## config.mk

```make
export PLATFORM = sky130hd
export DESIGN_NAME = prio_bcd_enc
export DESIGN_NICKNAME = d
export VERILOG_FILES = /design/src/rtl/prio_bcd_pkg.sv /design/src/rtl/prio_line_scan.sv /design/src/rtl/prio_bin2dec.sv /design/src/rtl/prio_bcd_enc.sv
export SDC_FILE = /design/constraint.sdc
export NUM_CORES = 1
export LEC_CHECK = 0
export CORE_AREA = 2 2 39 41
export DETAILED_ROUTE_END_ITERATION = 6
export DIE_AREA = 0 0 41 43
export PLACE_DENSITY_LB_ADDON = 0.15
export RECOVER_POWER = 25
export SETUP_SLACK_MARGIN = 0.4
export SYNTH_ARGS = -nofsm -noshare
export SYNTH_HDL_FRONTEND = slang
export SYNTH_SLANG_ARGS = --single-unit
```

## constraint.sdc

```tcl
create_clock -name vclk -period 6.5
set_input_delay 1.95 -clock vclk [all_inputs]
set_output_delay 1.95 -clock vclk [all_outputs]
set_load 0.005 [all_outputs]
```

## src/rtl/prio_bcd_pkg.sv

```systemverilog
package prio_bcd_pkg;

    // default size of the request bank
    localparam int unsigned LINES_DEF  = 16;
    // default count of decimal digits in the result
    localparam int unsigned DIGITS_DEF = 2;

    typedef logic [3:0] dec_digit_t;

endpackage

```

## src/rtl/prio_line_scan.sv

```systemverilog
// Finds the highest raised request line and returns its 1-based number.
module prio_line_scan #(
    parameter int unsigned LINES = 16,
    localparam int unsigned NUMW = $clog2(LINES + 1)
) (
    input  logic [LINES-1:0] req_i,
    output logic [NUMW-1:0]  num_o,
    output logic             hit_o
);

    always_comb begin
        num_o = '0;
        hit_o = 1'b0;
        // ascending walk: the last raised bit seen is the highest one
        for (int k = 0; k < int'(LINES); k++) begin
            if (req_i[k]) begin
                num_o = NUMW'(k + 1);
                hit_o = 1'b1;
            end
        end
    end

endmodule

```

## src/rtl/prio_bin2dec.sv

```systemverilog
// Shift-and-add-three conversion of an unsigned binary value to packed BCD.
module prio_bin2dec #(
    parameter int unsigned BW  = 5,
    parameter int unsigned DIG = 2,
    localparam int unsigned OW = 4 * DIG
) (
    input  logic [BW-1:0] bin_i,
    output logic [OW-1:0] dec_o
);

    always_comb begin
        logic [OW-1:0] acc;
        acc = '0;
        for (int b = int'(BW) - 1; b >= 0; b--) begin
            for (int d = 0; d < int'(DIG); d++) begin
                if (acc[4*d +: 4] >= 4'd5) begin
                    acc[4*d +: 4] = acc[4*d +: 4] + 4'd3;
                end
            end
            acc = {acc[OW-2:0], bin_i[b]};
        end
        dec_o = acc;
    end

endmodule

```

## src/rtl/prio_bcd_enc.sv

```systemverilog
// Top: highest raised line reported as packed decimal digits plus a flag.
module prio_bcd_enc
    import prio_bcd_pkg::*;
#(
    parameter int unsigned LINES  = LINES_DEF,
    parameter int unsigned DIGITS = DIGITS_DEF,
    localparam int unsigned NUMW  = $clog2(LINES + 1),
    localparam int unsigned OUTW  = 4 * DIGITS
) (
    input  logic [LINES-1:0] req_i,
    output logic [OUTW-1:0]  bcd_o,
    output logic             any_o
);

    logic [NUMW-1:0] win_num;
    logic            win_hit;
    logic [OUTW-1:0] win_dec;

    prio_line_scan #(
        .LINES (LINES)
    ) u_scan (
        .req_i (req_i),
        .num_o (win_num),
        .hit_o (win_hit)
    );

    prio_bin2dec #(
        .BW  (NUMW),
        .DIG (DIGITS)
    ) u_conv (
        .bin_i (win_num),
        .dec_o (win_dec)
    );

    assign bcd_o = win_dec;
    assign any_o = win_hit;

    // checks on the settled combinational result
    always_comb begin

        any_flag_chk: assert (any_o == (req_i != '0))
            else $error("flag disagrees with request bank");

        none_zero_chk: assert (any_o || (bcd_o == '0))
            else $error("non-zero result with no request");

        above_clear_chk: assert (!win_hit || ((req_i >> win_num) == '0))
            else $error("a higher line is raised than the one reported");

        winner_set_chk: assert (!win_hit || (((req_i >> (win_num - NUMW'(1))) & LINES'(1)) != '0))
            else $error("reported line is not raised");
    end

    for (genvar g = 0; g < int'(DIGITS); g++) begin : g_digit_chk
        dec_digit_t dig;
        assign dig = bcd_o[4*g +: 4];
        always_comb begin

            digit_range_chk: assert (dig <= 4'd9)
                else $error("digit out of decimal range");
        end
    end

endmodule

```

==> results_dict.tcl, run 1 <==
set metrics [dict create \
    synth_top_family_by_area "simple AND/OR/NAND/NOR gates" \
    min_from "req_i[1]" \
    core_um2 1384 \
    syn_inst 47 \
    crit_arrival_ns 4.14 \
    synth_cell_types 29 \
    status "finished, final reports clean" \
    period_minus_slack_ns 6.087 \
    grt-ovfl-total 0 \
    ioPinCount 25 \
    area_growth_pct 103.3 \
    layout_commonest_cell "buf_4" \
    fp.dieArea_um2 1763 \
    worstPathMaxFanout 6 \
    power.leakage_nw 0.3324 \
    setup_viol 0 \
    end_kind "output port" \
    synth_xor_area_share_pct 0 \
    die_h_um 43 \
    totalPowerFinal_mw 0.03721 \
    fin_nets 97 \
    postCtsHoldBufs 0 \
    synth_top_area_cell "nor4_4" \
    grt_first_pass_wirelength_mm 1.462 \
    dp.cells 90 \
    io_buffers 22 \
    synth_adder_area_share_pct 7.435 \
    ff_latch_area_um2 0 \
    critical_path.startpoint_type "primary input" \
    num_vias 442 \
    drt_pass1_iterations 2 \
    synth-simple-area-share_pct 43.12 \
    drt_iter0_markers 8 \
    slew_violations 0 \
    viasPerCell 4.753 \
    powerDensity_nw_per_um2 54.37 \
    wirelength_um 914 \
    drtAntennaViolNets 0 \
    grt_usage_pct 10.89 \
    critPathKind "primary input to output port" \
    crit_required_ns 4.55 \
    fillCellCount 141 \
    ys.warnings.count 0 \
    finalHoldViolCount 0 \
    multi_input_area_um2 356.6 \
    fp-row-count 14 \
    routedWlPerCell_um 9.828 \
    dp_hpwl_um 811.5 \
    nClkBuffers 0 \
    design.seq.count 0 \
    die_w_um 41 \
    antenna_found_initial 0 \
    irDropWorstVdd_mv 0.02026 \
    synth_top_area_share_pct 12.64 \
    holdCritPathClass "primary input to output port" \
    grt_pass1_vias 372 \
    preCtsSetupSlack_ns -0.1443 \
    grt_max_degree 7 \
    drc 0 \
    setup_ws_ns 0.4132 \
    syn_avg_cell_area_um2 7.161 \
    finalCritPeriodShare_pct 93.64 \
    fmaxAchievable_ghz 0.1643 \
    start_util_pct 24.32 \
    final_util_pct 49.46 \
    synth_mux_area_share_pct 7.435 \
    rsz0062_at_grt "false" \
    maxSlewHeadroom_pct 59.12 \
    layout_common_cells "buf_4 (10), dlymetal6s2s_1 (7)" \
    routabilityCongestion 0.8279 \
    worst_slew_pin_slew_ns 0.5977 \
    stdcell_count 93 \
    max_cap_violations 0 \
    insertedDiodeCount 0 \
    crit_start "req_i[15]" \
    ys_seq_area_share_pct 0 \
    drive_gt1_share_pct 32.47 \
    syn_area_um2 336.6 \
    synth_compound_area_share_pct 28.62 \
    synthTopCellsByArea "nor4_4 (13%), ha_1 (7.4%), buf_4 (6.7%)" \
]
[path summary, 6_finish.rpt]
check	to	slack (ns)	cells after the start
worst max-delay path	bcd_o[0]	0.41	6
worst min-delay path	any_o	4.64	4
[through the flow]
step	cell area [um2]	setup TNS, ns	hold WS [ns]
final	684.4	0	4.638
after global routing	684.4	0	4.679
after CTS	646.9	0	4.780
after detailed placement	610.6	-0.1705	5.012
after global placement	610.6	-0.2028	5.013
after floorplan	344.1	0	3.992
[worst max-delay path: stages]
cell and delay [ns]:
dlygate4sd3_1 0.61, buf_4 0.19, a2111oi_0 0.55, and2b_1 0.20, a221o_1 0.13, clkdlybuf4s50_1 0.50
[logic make-up (layout without fill, tap and decap cells)]
family / after synthesis / in the layout
muxes: 2 / 2
AOI/OAI and AO/OA: 13 / 13
other: 1 / 3
and+or+nand+nor: 21 / 21
buffers and inverters: 8 / 36
adders and majority gates: 2 / 2
[routing by layer]
layer / vias to the layer above / share of wire (%) / GRT usage, %
met5: - / 0 / 0
met4: 0 / 0 / 0
met3: 0 / 3.3 / 0
met2: 11 / 51 / 17.81
met1: 198 / 46 / 16.46
li1: 233 / - / -
[Yosys cell counts, drive strengths merged]
library cell,n
nand2b,2
nand2,2
ha,2
a221o,1
mux2i,1
nor2b,2
or2,2
mux2,1
buf,3
o41ai,1
nor4,4
nor3,1
o31a,1
a21oi,5
a311o,1
inv,4
o311ai,1
clkbuf,1
nand4,1
nor2,5
o21ai,1
and2b,1
conb,1
a2111oi,1
or2b,1
o31ai,1
[final cells by class]
type	count	area share [%]
multi-input combinational	41	52.10
timing repair buffer	32	42.78
tap	16	2.925
inverter	4	2.194
[what timing repair did]
item / 4_1_cts / 5_1_grt
endpoints found under the setup margin: 4 / 4
buffers inserted: 1 / 2
gates resized for setup: 19 / 18
pin swaps: 6 / 8
cloned: 0 / 0
hold endpoints to repair: 0 / 0
[where the power goes]
group	internal, mW	switching, mW
Sequential	0	0
Combinational	0.0209	0.0163
Clock	0	0
Total	0.0209	0.0163
No activity file was read; power rests on OpenSTA's default activity.
==> run 2: changes to the inputs <==
--- a/config.mk
+++ b/config.mk
@@ -5,9 +5,11 @@
 export SDC_FILE = /design/constraint.sdc
 export NUM_CORES = 1
 export LEC_CHECK = 0
-export CORE_AREA = 2 2 39 41
+export CELL_PAD_IN_SITES_DETAIL_PLACEMENT = 0
+export CELL_PAD_IN_SITES_GLOBAL_PLACEMENT = 1
+export CORE_MARGIN = 2
+export CORE_UTILIZATION = 23
 export DETAILED_ROUTE_END_ITERATION = 6
-export DIE_AREA = 0 0 41 43
 export PLACE_DENSITY_LB_ADDON = 0.15
 export RECOVER_POWER = 25
 export SETUP_SLACK_MARGIN = 0.4
==> constraint.sdc (replaced) <==
create_clock -name vclk -period 5.62
set_input_delay 1.686 -clock vclk [all_inputs]
set_output_delay 1.686 -clock vclk [all_outputs]
set_load 0.005 [all_outputs]
==> run 2 against run 1 <==
  * Sequential cell count did not move
  * Highest routed layer unchanged
  * First-iteration DRC count unchanged
  * Critical path depth is the same
  * Die area increased by 1.3%
  * Global-route usage rose by 1.9 points
  * Critical endpoint unchanged
  * Setup slack got worse by 0.098 ns
  * Largest power group unchanged
  * Clock-buffer cell count stayed put
  * Worst hold slack lost 0.58 ns
  * Non-clock buffer count rose by 12
==> results_dict.tcl, run 2 (synthesized netlist as in run 1, its figures left out) <==
set metrics [dict create \
    drt_iter0_markers 8 \
    holdCritPathClass "primary input to output port" \
    start_util_pct 25.23 \
    drc 0 \
    grt-ovfl-total 0 \
    layout_common_cells "buf_4 (18), buf_2 (8), buf_6 (7), inv_1 (4)" \
    fp.dieArea_um2 1785 \
    die_w_um 42.26 \
    slew_violations 0 \
    critical_path.startpoint_type "primary input" \
    stdcell_count 104 \
    crit_arrival_ns 3.62 \
    powerDensity_nw_per_um2 69.94 \
    routabilityCongestion 0.6800 \
    area_growth_pct 139.0 \
    design.seq.count 0 \
    grt_first_pass_wirelength_mm 1.911 \
    wirelength_mm 1.142 \
    final_util_pct 60.32 \
    grt_max_degree 6 \
    fin_nets 109 \
    max_cap_violations 0 \
    finalCritPeriodShare_pct 94.39 \
    antenna_found_initial 0 \
    drt_pass1_iterations 4 \
    rsz0062_at_grt "true" \
    ff_latch_area_um2 0 \
    layout_commonest_cell "buf_4" \
    routedWlPerCell_um 10.98 \
    dp.cells 100 \
    setup_viol 0 \
    worstPathMaxFanout 4 \
    ioPinCount 25 \
    grt_pass1_vias 485 \
    finalHoldViolCount 0 \
    postCtsHoldBufs 0 \
    core_um2 1334 \
    irDropWorstVdd_mv 0.03358 \
    holdWs_ns 4.054 \
    finalSetupTns_ns 0 \
    num_vias 499 \
    insertedDiodeCount 0 \
    crit_required_ns 3.93 \
    totalPowerFinal_mw 0.05627 \
    end_kind "output port" \
    status "finished, final reports clean" \
    fp-row-count 13 \
    die_h_um 42.26 \
    dp_hpwl_um 866 \
    fmaxAchievable_ghz 0.1885 \
    nClkBuffers 0 \
    viasPerCell 4.798 \
    power.leakage_nw 0.3575 \
    drtAntennaViolNets 0 \
    drive_gt1_share_pct 60.67 \
    grt_usage_pct 12.78 \
    period_minus_slack_ns 5.305 \
    io_buffers 22 \
    critPathKind "primary input to output port" \
    fillCellCount 135 \
]
run 2: cell count changes in the layout (fill, tap and decap cells not counted), sizes merged:
cell | previous run | this run
dlymetal6s2s | 7 | 0
clkdlybuf4s50 | 4 | 3
dlygate4sd2 | 4 | 3
buf | 10 | 33
clkdlybuf4s15 | 3 | 1
run 2: area by class of cell:
type                       count  area, um2  share of cell area [%]
multi-input combinational     41      425.4                   52.88
inverter                       4      15.01                   1.866
tap                           15      18.77                   2.333
timing repair buffer          44      345.3                   42.92
run 2: power breakdown:
group	switching, mW	leakage (nW)	internal, mW
logic	0.0239	0.357	0.0323
clock network	0	0	0
registers	0	0	0
run 2: final timing paths:
path / from / end / slack, ns / cells after the start
hold / removal: req_i[8] / bcd_o[2] / 4.05 / 7
setup / recovery: req_i[15] / bcd_o[0] / 0.32 / 6
run 2: critical path: stages:
cell	delay (ns)
dlygate4sd3_1	0.59
buf_4	0.18
a2111oi_2	0.36
and2b_1	0.17
a221o_1	0.13
clkdlybuf4s50_1	0.50
run 2: per-layer routing:
metal,wire length [um],GRT usage [%]
met3,73,0.4310
met2,576,24.62
met1,493,16.46
met5,0,0
met4,0,0
run 2: through the flow:
step	worst slack, ns	cell area, um2
floorplan	0.4877	344.1
global placement	-0.4184	691.9
detailed placement	-0.4365	691.9
CTS	0.3021	817.0
global route	0.2423	804.5
finish	0.3154	804.5
run 2: what timing repair did:
action	in CTS	in global routing
pin swaps	12	10
setup endpoints to repair	5	4
resized for setup	78	12
setup buffers	3	1
cloned	0	0
